### config.mk
export PLATFORM = sky130hd
export DESIGN_NAME = fa_byte_cache
export DESIGN_NICKNAME = d
export VERILOG_FILES = /design/src/rtl/fac_pkg.sv /design/src/rtl/fac_lfsr.sv /design/src/rtl/fac_rank_order.sv /design/src/rtl/fac_line_store.sv /design/src/rtl/fac_victim_sel.sv /design/src/rtl/fa_byte_cache.sv
export SDC_FILE = /design/constraint.sdc
export NUM_CORES = 1
export LEC_CHECK = 0
export ABC_CLOCK_PERIOD_IN_PS = 14600
export BUFFER_PORTS_ARGS = -buffer_cell sky130_fd_sc_hd__buf_2
export CAP_MARGIN = 20
export CORE_ASPECT_RATIO = 0.7
export CORE_MARGIN = 4
export CORE_UTILIZATION = 49
export DETAILED_ROUTE_END_ITERATION = 10
export PLACE_DENSITY_LB_ADDON = 0.15
export SLEW_MARGIN = 20
export SYNTH_ARGS = -nofsm -noshare
export SYNTH_HDL_FRONTEND = slang
export SYNTH_HIERARCHICAL = 1
export SYNTH_SLANG_ARGS = --single-unit
### constraint.sdc
create_clock -name clk -period 14.6 [get_ports clk]
set_clock_uncertainty 0.1 [all_clocks]
set_input_delay 1.46 -clock clk [delete_from_list [all_inputs] [get_ports clk]]
set_output_delay 1.46 -clock clk [all_outputs]
set_load 0.005 [all_outputs]
### src/rtl/fac_pkg.sv
package fac_pkg;
  typedef enum logic [1:0] {
    REPL_LRU  = 2'd0,
    REPL_FIFO = 2'd1,
    REPL_LFU  = 2'd2,
    REPL_RAND = 2'd3
  } repl_e;

  typedef enum logic {
    ST_IDLE  = 1'b0,
    ST_FETCH = 1'b1
  } fsm_e;
endpackage

### src/rtl/fac_lfsr.sv
module fac_lfsr #(
  parameter int             W     = 8,
  parameter logic [W-1:0]   TAPS  = 'hB8,
  parameter logic [W-1:0]   SEED  = 'h01,
  parameter int             OUT_W = 2
) (
  input  logic             clk,
  input  logic             rst,
  output logic [OUT_W-1:0] rnd_o
);
  logic [W-1:0] state_q;

  always_ff @(posedge clk) begin
    if (rst) state_q <= SEED;
    else     state_q <= {state_q[W-2:0], ^(state_q & TAPS)};
  end

  assign rnd_o = state_q[OUT_W-1:0];

  // the register must never lock up in the all-zero state
  assert_lfsr_live_R8: assert property (@(posedge clk) disable iff (rst)
    state_q != '0);
endmodule

### src/rtl/fac_rank_order.sv
module fac_rank_order #(
  parameter int N     = 4,
  parameter int IDX_W = 2
) (
  input  logic             clk,
  input  logic             rst,
  input  logic             touch_en,
  input  logic [IDX_W-1:0] touch_idx,
  output logic [IDX_W-1:0] oldest_o
);
  localparam logic [IDX_W-1:0] TOP_RANK = IDX_W'(N - 1);

  logic [IDX_W-1:0] rank_q [N];
  logic [N-1:0]     oldest_vec;
  logic [IDX_W-1:0] touched_rank;

  assign touched_rank = rank_q[touch_idx];

  genvar g;
  generate
    for (g = 0; g < N; g++) begin : g_rank
      always_ff @(posedge clk) begin
        if (rst) begin
          rank_q[g] <= IDX_W'(g);
        end else if (touch_en) begin
          if (touch_idx == IDX_W'(g))
            rank_q[g] <= '0;
          else if (rank_q[g] < touched_rank)
            rank_q[g] <= rank_q[g] + 1'b1;
        end
      end
      assign oldest_vec[g] = (rank_q[g] == TOP_RANK);
    end
  endgenerate

  always_comb begin
    oldest_o = '0;
    for (int i = 0; i < N; i++)
      if (oldest_vec[i]) oldest_o = IDX_W'(i);
  end

  // ranks remain a permutation: exactly one line is the oldest
  assert_oldest_onehot_R5: assert property (@(posedge clk) disable iff (rst)
    $onehot(oldest_vec));
  // a line just touched can never be the next victim
  assert_touched_young_R6: assert property (@(posedge clk) disable iff (rst)
    touch_en |=> oldest_o != $past(touch_idx));
endmodule

### src/rtl/fac_line_store.sv
module fac_line_store #(
  parameter int N      = 4,
  parameter int IDX_W  = 2,
  parameter int ADDR_W = 4,
  parameter int DATA_W = 8
) (
  input  logic              clk,
  input  logic              rst,
  input  logic [ADDR_W-1:0] look_addr,
  output logic [N-1:0]      match_o,
  output logic [N-1:0]      valid_o,
  input  logic              fill_en,
  input  logic [IDX_W-1:0]  fill_idx,
  input  logic [ADDR_W-1:0] fill_addr,
  input  logic [DATA_W-1:0] fill_data,
  input  logic [IDX_W-1:0]  rd_idx,
  output logic [DATA_W-1:0] rd_data
);
  logic [ADDR_W-1:0] tag_q  [N];
  logic [DATA_W-1:0] byte_q [N];

  // data storage without reset, single write port
  always_ff @(posedge clk) begin
    if (fill_en) byte_q[fill_idx] <= fill_data;
  end
  assign rd_data = byte_q[rd_idx];

  genvar g;
  generate
    for (g = 0; g < N; g++) begin : g_line
      always_ff @(posedge clk) begin
        if (rst)
          valid_o[g] <= 1'b0;
        else if (fill_en && fill_idx == IDX_W'(g))
          valid_o[g] <= 1'b1;
      end
      always_ff @(posedge clk) begin
        if (fill_en && fill_idx == IDX_W'(g)) tag_q[g] <= fill_addr;
      end
      assign match_o[g] = valid_o[g] && (tag_q[g] == look_addr);
    end
  endgenerate

  // an address can live in at most one line
  assert_match_unique_R2: assert property (@(posedge clk) disable iff (rst)
    $onehot0(match_o));
  // a filled line becomes valid
  assert_fill_valid_R4: assert property (@(posedge clk) disable iff (rst)
    fill_en |=> valid_o[$past(fill_idx)]);
endmodule

### src/rtl/fac_victim_sel.sv
module fac_victim_sel
  import fac_pkg::*;
#(
  parameter int N     = 4,
  parameter int IDX_W = 2,
  parameter int HIT_W = 8
) (
  input  logic             clk,
  input  logic             rst,
  input  logic             fill_en,
  input  logic [IDX_W-1:0] fill_idx,
  input  logic             hit_en,
  input  logic [IDX_W-1:0] hit_idx,
  input  logic [N-1:0]     valid_i,
  input  repl_e            mode_i,
  input  logic [IDX_W-1:0] lru_i,
  input  logic [IDX_W-1:0] fifo_i,
  input  logic [IDX_W-1:0] rnd_i,
  output logic [IDX_W-1:0] victim_o
);
  logic [HIT_W-1:0] cnt_q [N];
  logic             free_any;
  logic [IDX_W-1:0] free_idx;
  logic [IDX_W-1:0] lfu_idx;

  genvar g;
  generate
    for (g = 0; g < N; g++) begin : g_cnt
      always_ff @(posedge clk) begin
        if (rst)
          cnt_q[g] <= '0;
        else if (fill_en && fill_idx == IDX_W'(g))
          cnt_q[g] <= '0;
        else if (hit_en && hit_idx == IDX_W'(g) && cnt_q[g] != '1)
          cnt_q[g] <= cnt_q[g] + 1'b1;
      end

      // a fresh line starts with no hits
      assert_cnt_cleared_R7: assert property (@(posedge clk) disable iff (rst)
        (fill_en && fill_idx == IDX_W'(g)) |=> cnt_q[g] == '0);
      // a saturated count holds until the line is refilled
      assert_cnt_saturates_R7: assert property (@(posedge clk) disable iff (rst)
        (cnt_q[g] == '1 && !(fill_en && fill_idx == IDX_W'(g))) |=> cnt_q[g] == '1);
    end
  endgenerate

  always_comb begin
    free_any = 1'b0;
    free_idx = '0;
    for (int i = N - 1; i >= 0; i--) begin
      if (!valid_i[i]) begin
        free_any = 1'b1;
        free_idx = IDX_W'(i);
      end
    end
  end

  always_comb begin
    lfu_idx = '0;
    for (int i = 1; i < N; i++)
      if (cnt_q[i] < cnt_q[lfu_idx]) lfu_idx = IDX_W'(i);
  end

  always_comb begin
    if (free_any) begin
      victim_o = free_idx;
    end else begin
      unique case (mode_i)
        REPL_LRU:  victim_o = lru_i;
        REPL_FIFO: victim_o = fifo_i;
        REPL_LFU:  victim_o = lfu_idx;
        default:   victim_o = rnd_i;
      endcase
    end
  end
endmodule

### src/rtl/fa_byte_cache.sv
module fa_byte_cache
  import fac_pkg::*;
#(
  parameter int                ADDR_W    = 4,
  parameter int                DATA_W    = 8,
  parameter int                LINES     = 4,
  parameter int                HIT_W     = 8,
  parameter int                LFSR_W    = 8,
  parameter logic [LFSR_W-1:0] LFSR_TAPS = 8'hB8,
  parameter logic [LFSR_W-1:0] LFSR_SEED = 8'h01
) (
  input  logic              clk,
  input  logic              rst,
  input  logic              req_valid,
  input  logic [ADDR_W-1:0] req_addr,
  output logic              req_ready,
  input  logic [1:0]        repl_mode,
  output logic              rsp_valid,
  output logic              rsp_hit,
  output logic [DATA_W-1:0] rsp_data,
  output logic              mem_rd,
  output logic [ADDR_W-1:0] mem_addr,
  input  logic              mem_valid,
  input  logic [DATA_W-1:0] mem_data
);
  localparam int IDX_W = (LINES > 1) ? $clog2(LINES) : 1;

  fsm_e              state_q;
  logic [LINES-1:0]  match_vec;
  logic [LINES-1:0]  valid_vec;
  logic              hit_any;
  logic [IDX_W-1:0]  hit_idx;
  logic              accept;
  logic              hit_en;
  logic              fill_en;
  logic              touch_en;
  logic [IDX_W-1:0]  touch_idx;
  logic [IDX_W-1:0]  victim;
  logic [IDX_W-1:0]  lru_old;
  logic [IDX_W-1:0]  fifo_old;
  logic [IDX_W-1:0]  rnd_idx;
  logic [DATA_W-1:0] line_byte;

  assign req_ready = (state_q == ST_IDLE);
  assign accept    = req_valid && req_ready;
  assign hit_any   = |match_vec;
  assign hit_en    = accept && hit_any;
  assign fill_en   = (state_q == ST_FETCH) && mem_valid;
  assign touch_en  = hit_en || fill_en;
  assign touch_idx = fill_en ? victim : hit_idx;

  always_comb begin
    hit_idx = '0;
    for (int i = 0; i < LINES; i++)
      if (match_vec[i]) hit_idx = IDX_W'(i);
  end

  fac_line_store #(
    .N(LINES), .IDX_W(IDX_W), .ADDR_W(ADDR_W), .DATA_W(DATA_W)
  ) u_store (
    .clk(clk), .rst(rst),
    .look_addr(req_addr), .match_o(match_vec), .valid_o(valid_vec),
    .fill_en(fill_en), .fill_idx(victim), .fill_addr(mem_addr), .fill_data(mem_data),
    .rd_idx(hit_idx), .rd_data(line_byte)
  );

  fac_rank_order #(.N(LINES), .IDX_W(IDX_W)) u_recency (
    .clk(clk), .rst(rst), .touch_en(touch_en), .touch_idx(touch_idx), .oldest_o(lru_old)
  );

  fac_rank_order #(.N(LINES), .IDX_W(IDX_W)) u_arrival (
    .clk(clk), .rst(rst), .touch_en(fill_en), .touch_idx(victim), .oldest_o(fifo_old)
  );

  fac_lfsr #(.W(LFSR_W), .TAPS(LFSR_TAPS), .SEED(LFSR_SEED), .OUT_W(IDX_W)) u_rnd (
    .clk(clk), .rst(rst), .rnd_o(rnd_idx)
  );

  fac_victim_sel #(.N(LINES), .IDX_W(IDX_W), .HIT_W(HIT_W)) u_victim (
    .clk(clk), .rst(rst),
    .fill_en(fill_en), .fill_idx(victim),
    .hit_en(hit_en), .hit_idx(hit_idx),
    .valid_i(valid_vec), .mode_i(repl_e'(repl_mode)),
    .lru_i(lru_old), .fifo_i(fifo_old), .rnd_i(rnd_idx),
    .victim_o(victim)
  );

  always_ff @(posedge clk) begin
    if (rst) begin
      state_q   <= ST_IDLE;
      rsp_valid <= 1'b0;
      rsp_hit   <= 1'b0;
      rsp_data  <= '0;
      mem_rd    <= 1'b0;
      mem_addr  <= '0;
    end else begin
      rsp_valid <= 1'b0;
      unique case (state_q)
        ST_IDLE: begin
          if (accept) begin
            if (hit_any) begin
              rsp_valid <= 1'b1;
              rsp_hit   <= 1'b1;
              rsp_data  <= line_byte;
            end else begin
              state_q  <= ST_FETCH;
              mem_rd   <= 1'b1;
              mem_addr <= req_addr;
            end
          end
        end
        default: begin
          if (mem_valid) begin
            state_q   <= ST_IDLE;
            mem_rd    <= 1'b0;
            rsp_valid <= 1'b1;
            rsp_hit   <= 1'b0;
            rsp_data  <= mem_data;
          end
        end
      endcase
    end
  end

  // a pending read holds its request and address until served
  assert_read_held_R3: assert property (@(posedge clk) disable iff (rst)
    (mem_rd && !mem_valid) |=> (mem_rd && $stable(mem_addr)));
  // accepted hit answers on the next cycle with the hit flag
  assert_hit_answer_R2: assert property (@(posedge clk) disable iff (rst)
    (req_valid && req_ready && hit_any) |=> (rsp_valid && rsp_hit && !mem_rd));
  // filling a cache with a free line grows the valid count by one
  assert_free_first_R4: assert property (@(posedge clk) disable iff (rst)
    (fill_en && !(&valid_vec)) |=> $countones(valid_vec) == $countones($past(valid_vec)) + 1);
  // no response is produced while a miss is outstanding
  assert_quiet_busy_R9: assert property (@(posedge clk) disable iff (rst)
    (mem_rd && !mem_valid) |=> !rsp_valid);
endmodule

After elaboration in Yosys (flattened, before gate mapping)

Memory sizes are Yosys's and may differ from the RTL's.
Index checks and enable logic that the tools add are counted.

Bits of input ports: 18
Memories kept: 5
Output and inout bits: 16
Logic and storage cells: 309
Memory bits (writable): 96
Bits in registers: 28

Memory list:

| name             | words | bits a word | rd ports | clocked after memory_dff | wr ports | RTL line             | source |
|---|---|---|---|---|---|---|---|
| u_store.byte_q   | 4     | 8           | 1        | 0                        | 1        | fac_line_store.sv:20 | `logic [DATA_W-1:0] byte_q [N];` |
| u_victim.cnt_q   | 4     | 8           | 6        | 0                        | 4        | fac_victim_sel.sv:21 | `logic [HIT_W-1:0] cnt_q [N];` |
| u_store.tag_q    | 4     | 4           | 4        | 0                        | 1        | fac_line_store.sv:19 | `logic [ADDR_W-1:0] tag_q [N];` |
| u_arrival.rank_q | 4     | 2           | 5        | 0                        | 4        | fac_rank_order.sv:13 | `logic [IDX_W-1:0] rank_q [N];` |
| u_recency.rank_q | 4     | 2           | 5        | 0                        | 4        | fac_rank_order.sv:13 |  |

Mux-type cells: 183
Add/sub/neg operators: 12
Bitwise operators: 26
$lt $le $gt $ge: 11
Reductions and logical operators: 34
Equal/unequal tests: 27

Operator list:

| kind                                                             | count |
|---|---|
| 1-bit 2-to-1 mux                                                 | 134 |
| 8-bit 2-to-1 mux                                                 | 12 |
| 2-bit 2-to-1 mux                                                 | 33 |
| 8-bit by 1-bit adder with 8-bit output (second input constant)   | 4 |
| 8-bit inequality test (second input constant)                    | 4 |
| 2-bit == test (second input constant)                            | 13 |
| 8-bit < comparator                                               | 3 |
| 1-bit bitwise OR                                                 | 24 |
| 1-bit logical AND                                                | 19 |
| 2-bit by 1-bit adder with 2-bit output (second input constant)   | 8 |
| 4-bit == test                                                    | 4 |
| 2-bit < comparator                                               | 8 |
| 4-bit OR reduction                                               | 4 |
| 4-bit 2-to-1 mux                                                 | 3 |
| 3-bit AND reduction                                              | 3 |
| 2-bit by 1-bit == test with 1-bit output (second input constant) | 4 |
| 2-bit zero test                                                  | 4 |
| 8-bit XOR reduction                                              | 1 |
| 2-bit case mux with 3 select lines                               | 1 |
| 2-bit inequality test (second input constant)                    | 2 |
| 2-bit nonzero test                                               | 2 |
| 1-bit NOT                                                        | 2 |
| 1-bit logical OR                                                 | 1 |

Logic depth before layout (Yosys ltp)

An unclocked memory read counts as a cell.

Depth in word-level cells: 20
Gate-level depth with buffers: 28

Cells and area by module

The synthesis kept the hierarchy.

By module, submodules not included:

| module                     | cells an instance | area each (µm²) | instances |
|---|---|---|---|
| fac_victim_sel             | 263               | 2479.9          | 1 |
| fac_line_store             | 101               | 1978.1          | 1 |
| fa_byte_cache              | 78                | 780.7           | 1 |
| fac_rank_order (u_recency) | 67                | 723.2           | 1 |
| fac_rank_order (u_arrival) | 67                | 703.2           | 1 |
| fac_lfsr                   | 21                | 251.5           | 1 |

Least setup slack after synthesis

OpenSTA, ideal clock, no wires.

Path type: reg-to-reg
Start point: memory u_victim.cnt_q[1][2]
End point: memory u_recency.rank_q[2][1], data pin
Setup time: 0.259 ns
Data arrival time: 6.479 ns
Period minus slack after synthesis: 6.837 ns
Slack: 7.763 ns
Stages on the path, launching flop included: 26
Data required time: 14.241 ns
Cell sequence: edfxtp_1 ha_1 a211oi_1 o21ai_1 a211oi_4 buf_2 a21oi_1 ha_1 a21o_1 a211o_1 nor2_1 a21oi_4 mux2_2 ha_1 a21o_1 a21o_1 a211oi_1 o311ai_0 a31oi_1 mux2_2 buf_2 mux4_2 inv_1 ha_1 a2bb2oi_2 o31a_1

RTL lines:

| item               | RTL line |
|---|---|
| start: declaration | fac_victim_sel.sv:21 |
| end: declaration   | fac_rank_order.sv:13 |

==> flow_summary.json <==
{
  "routabilityCongestion": 0.885,
  "cts.path.max_buffers": 2,
  "num_antenna_cells": 0,
  "switchingPower_mw": 0.237,
  "setup.worst_path.end_class": "flip-flop",
  "vias_per_cell": 5.82,
  "worstSetupPathType": "reg -> reg",
  "grt_max_degree": 46,
  "synth_area_leaders": "edfxtp_1 (42%), dfxtp_1 (8.1%), ha_1 (7.1%)",
  "synth_seq_area_share_pct": 49.8,
  "h-tree-depth": 4,
  "r2r_slack_ns": 7.17,
  "post-route-drc-count": 0,
  "r2r_end": "u_recency/rank_q[0][1]$_SDFFCE_PN0P_",
  "die-height_um": 107,
  "cts_root_buffer": "clkbuf_16",
  "final_area_um2": 7880,
  "postSynth.asyncResetShare_pct": 0,
  "dpl_cell_area_um2": 7280,
  "cts_hold_buf": 0,
  "ys_warn_count": 6,
  "arrival_ns": 7.42,
  "worstHoldStart": "u_rnd/state_q[2]$_SDFF_PP0_",
  "clk_latency_ns": 0.41,
  "power_frac_seq_pct": 44.2,
  "routedWlPerCell_um": 18.4,
  "syn_inst": 597,
  "synth-seq-cells": 124,
  "tritoncts": "yes",
  "dieArea_um2": 16100,
  "fmax_mhz": 135,
  "area.growth.synth_to_final_pct": 13.9,
  "io_buffers": 33,
  "vias": 4912,
  "synth_nets": 654,
  "rsz0062_at_grt": "false",
  "synth.largest_area_cell": "edfxtp_1",
  "r2r_start": "u_victim/cnt_q[1][2]$_SDFFCE_PN0P_",
  "start_util_pct": 49.9,
  "grt_pass1_vias": 4825,
  "combinationalPowerShare_pct": 9.5,
  "die_w_um": 150,
  "synth-main-ff-cell": "edfxtp_1",
  "row_count": 36,
  "critPathMaxFanout": 19,
  "antenna_found_initial": 0,
  "worstPathRequired_ns": 14.60,
  "cap_violations": 0,
  "fin_tns_setup_ns": 0,
  "grt_pass1_wl_mm": 25.7,
  "dp_hpwl_mm": 10.9,
  "swShare_pct": 26.2,
  "cts-resized-gates": 0,
  "syn_avg_cell_area_um2": 11.6,
  "p_clk_share_pct": 46.3,
  "synth_top_cell_area_share_pct": 41.7,
  "fillers": 1220,
  "ys_types": 71,
  "clk_pin_slew_ns": 0.06,
  "reg2reg_depth": 25,
  "finalSetupViolCount": 0,
  "slew_headroom_pct": 35.2,
  "drt-total-wl_mm": 15.6,
  "p_leak_nw": 2.86,
  "drive_above_1_share_pct": 19.3,
  "tightestPinTransition_ns": 0.963,
  "gr-total-overflow": 0,
  "ir_drop_mv": 0.0827,
  "ios": 34,
  "p_int_mw": 0.670,
  "fin_crit_sh_pct": 50.9,
  "cts_setup_buffers": 0,
  "synth_area_um2": 6920,
  "track_usage_pct": 20.4,
  "hold-path-endpoint": "u_rnd/state_q[3]$_SDFF_PP0_",
  "clkSinkCount": 124,
  "hold_class": "reg -> reg",
  "layout_min_cycle_time_ns": 7.43,
  "drt_first_iter_violations": 439,
  "status": "finished clean",
  "cts_buffers": 17,
  "antenna_left": 0,
  "synth_edf_count": 96,
  "start_kind": "flip-flop",
  "hold_depth": 1,
  "core_um2": 13900,
  "nets": 698,
  "finalMaxSlewViolations": 0,
  "hold_violations": 0,
  "first_pass_iters": 5,
  "p_per_area_nw_per_um2": 115
}
layout by cell type, fill, tap and decap left out, types with 5 or more instances in the layout:
| cell | n |
|---|---|
| dfxtp_1 | 28 |
| mux2i_1 | 14 |
| a21o_1 | 6 |
| a211oi_2 | 6 |
| nand2_1 | 29 |
| clkbuf_16 | 17 |
| nor2b_1 | 19 |
| nor3b_1 | 6 |
| o21ai_1 | 10 |
| a211oi_1 | 17 |
| xor2_1 | 20 |
| ha_1 | 39 |
| mux2_2 | 10 |
| inv_8 | 5 |
| xnor2_1 | 19 |
| inv_1 | 32 |
| nor3_1 | 7 |
| nand2b_1 | 7 |
| buf_4 | 5 |
| mux4_2 | 12 |
| or2_2 | 5 |
| o21ai_0 | 7 |
| edfxtp_1 | 96 |
| buf_2 | 33 |
| a21oi_1 | 26 |
| and3_1 | 7 |
| nand3_1 | 20 |
| nor2_1 | 63 |
cells by family after synthesis:
logic type | Yosys count | share of synthesized area [%]
fa+ha+maj | 39 | 7.06
simple gates | 198 | 15.4
compound gates | 114 | 12.2
mux | 36 | 7.56
buf+inv | 47 | 3.13
xor+xnor | 39 | 4.94
flops | 124 | 49.8
per-stage QoR:
| step | total power, mW | std cells | setup slack (ns) | hold WS, ns | utilization [%] |
|---|---|---|---|---|---|
| 2_1_floorplan | 0.465 | 597 | 7.76 | 0.314 | - |
| 3_3_place_gp | 0.489 | 812 | 7.55 | 0.325 | 52.5 |
| 3_5_place_dp | 0.493 | 812 | 7.25 | 0.330 | 52.5 |
| 4_1_cts | 0.913 | 844 | 7.21 | 0.360 | 56.8 |
| 5_1_grt | 0.947 | 844 | 6.70 | 0.376 | 56.8 |
| 6_report | 0.907 | 844 | 7.17 | 0.355 | 56.8 |
metal layers:
metal | vias to the layer above | global-route usage [%] | wire length [um] | share of wire [%]
li1 | 2333 | - | - | -
met1 | 2441 | 31.9 | 7920 | 51
met2 | 128 | 29.4 | 6760 | 43
met3 | 10 | 4.42 | 780 | 5.0
met4 | 0 | 3.72 | 100 | 0.64
met5 | - | 0 | 0 | 0
critical path, stage by stage, from the launching register on:
cell	delay, ns
edfxtp_1	0.49
ha_1	0.36
a211oi_1	0.23
o21ai_1	0.14
a211oi_4	0.68
a21oi_1	0.22
ha_1	0.35
a21oi_1	0.07
o21ai_0	0.34
nor2_1	0.20
a21oi_4	0.28
mux2_2	0.38
ha_1	0.29
a21o_1	0.17
a21o_1	0.17
a211oi_1	0.28
o311ai_0	0.21
a31oi_2	0.19
buf_4	0.27
mux2_2	0.34
mux4_2	0.52
inv_1	0.15
ha_1	0.30
o22ai_1	0.14
a21oi_1	0.10
o31ai_2	0.13
state kept, by name, summed over array words and instances (netlist names), 4 cells and up:
register,cells
u_store/byte_q,32
u_victim/cnt_q,32
u_store/tag_q,16
rsp_data,8
u_arrival/rank_q,8
u_recency/rank_q,8
u_rnd/state_q,8
mem_addr,4
u_store/valid_o,4
synth_stat cells (3+ instances only):
library cell  number
mux4_2            12
nand3b_1           3
inv_1             32
nor4_1             4
nor3_1             7
a211oi_1          17
buf_2              4
nand2b_1           7
o21ai_1           10
xnor2_1           19
a31o_2             3
buf_4              5
a21oi_1           26
a21o_1             6
a211oi_2           6
nor3b_1            7
o22ai_1            3
nand3_1           20
nor2_1            63
or2_2              5
mux2i_1           14
a22oi_1            3
ha_1              39
nor2b_1           20
and3_1             7
dfxtp_1           28
o21ai_0            7
edfxtp_1          96
o211ai_1           4
a31oi_1            5
xor2_1            20
nand2_1           29
nand4_1            4
mux2_2            10
how the worst max path moves through the flow:
stage,endpoint,slack (ns),start
after detailed placement,u_recency/rank_q[0][0]$_SDFFCE_PN0P_,7.25,u_victim/cnt_q[1][2]$_SDFFCE_PN0P_
final,u_recency/rank_q[0][1]$_SDFFCE_PN0P_,7.17,u_victim/cnt_q[1][2]$_SDFFCE_PN0P_
after floorplan,u_recency/rank_q[2][1]$_SDFFCE_PN1P_,7.76,u_victim/cnt_q[1][2]$_SDFFCE_PN0P_
after global placement,u_recency/rank_q[0][0]$_SDFFCE_PN0P_,7.55,u_victim/cnt_q[1][2]$_SDFFCE_PN0P_
after CTS,u_recency/rank_q[0][0]$_SDFFCE_PN0P_,7.21,u_victim/cnt_q[1][2]$_SDFFCE_PN0P_
after global routing,u_recency/rank_q[0][1]$_SDFFCE_PN0P_,6.70,u_victim/cnt_q[1][2]$_SDFFCE_PN0P_
power groups by stage:
stage | clock network (mW) | logic, mW | registers, mW
after global routing | 0.449 | 0.0955 | 0.402
after detailed placement | 0 | 0.0850 | 0.408
after floorplan | 0 | 0.0612 | 0.404
final | 0.420 | 0.0860 | 0.401
after global placement | 0 | 0.0816 | 0.408
after CTS | 0.427 | 0.0856 | 0.401
final cells by class:
class | instances | area [um2] | area share [%]
clock inverters | 15 | 171 | 2.18
well taps | 190 | 238 | 3.02
multi-input cells | 426 | 3270 | 41.5
flip-flops and latches | 124 | 3440 | 43.7
inverters | 34 | 128 | 1.62
repair buffers | 38 | 203 | 2.57
clock buffers | 17 | 425 | 5.40
Note: power is estimated with default switching activity, not from simulation.
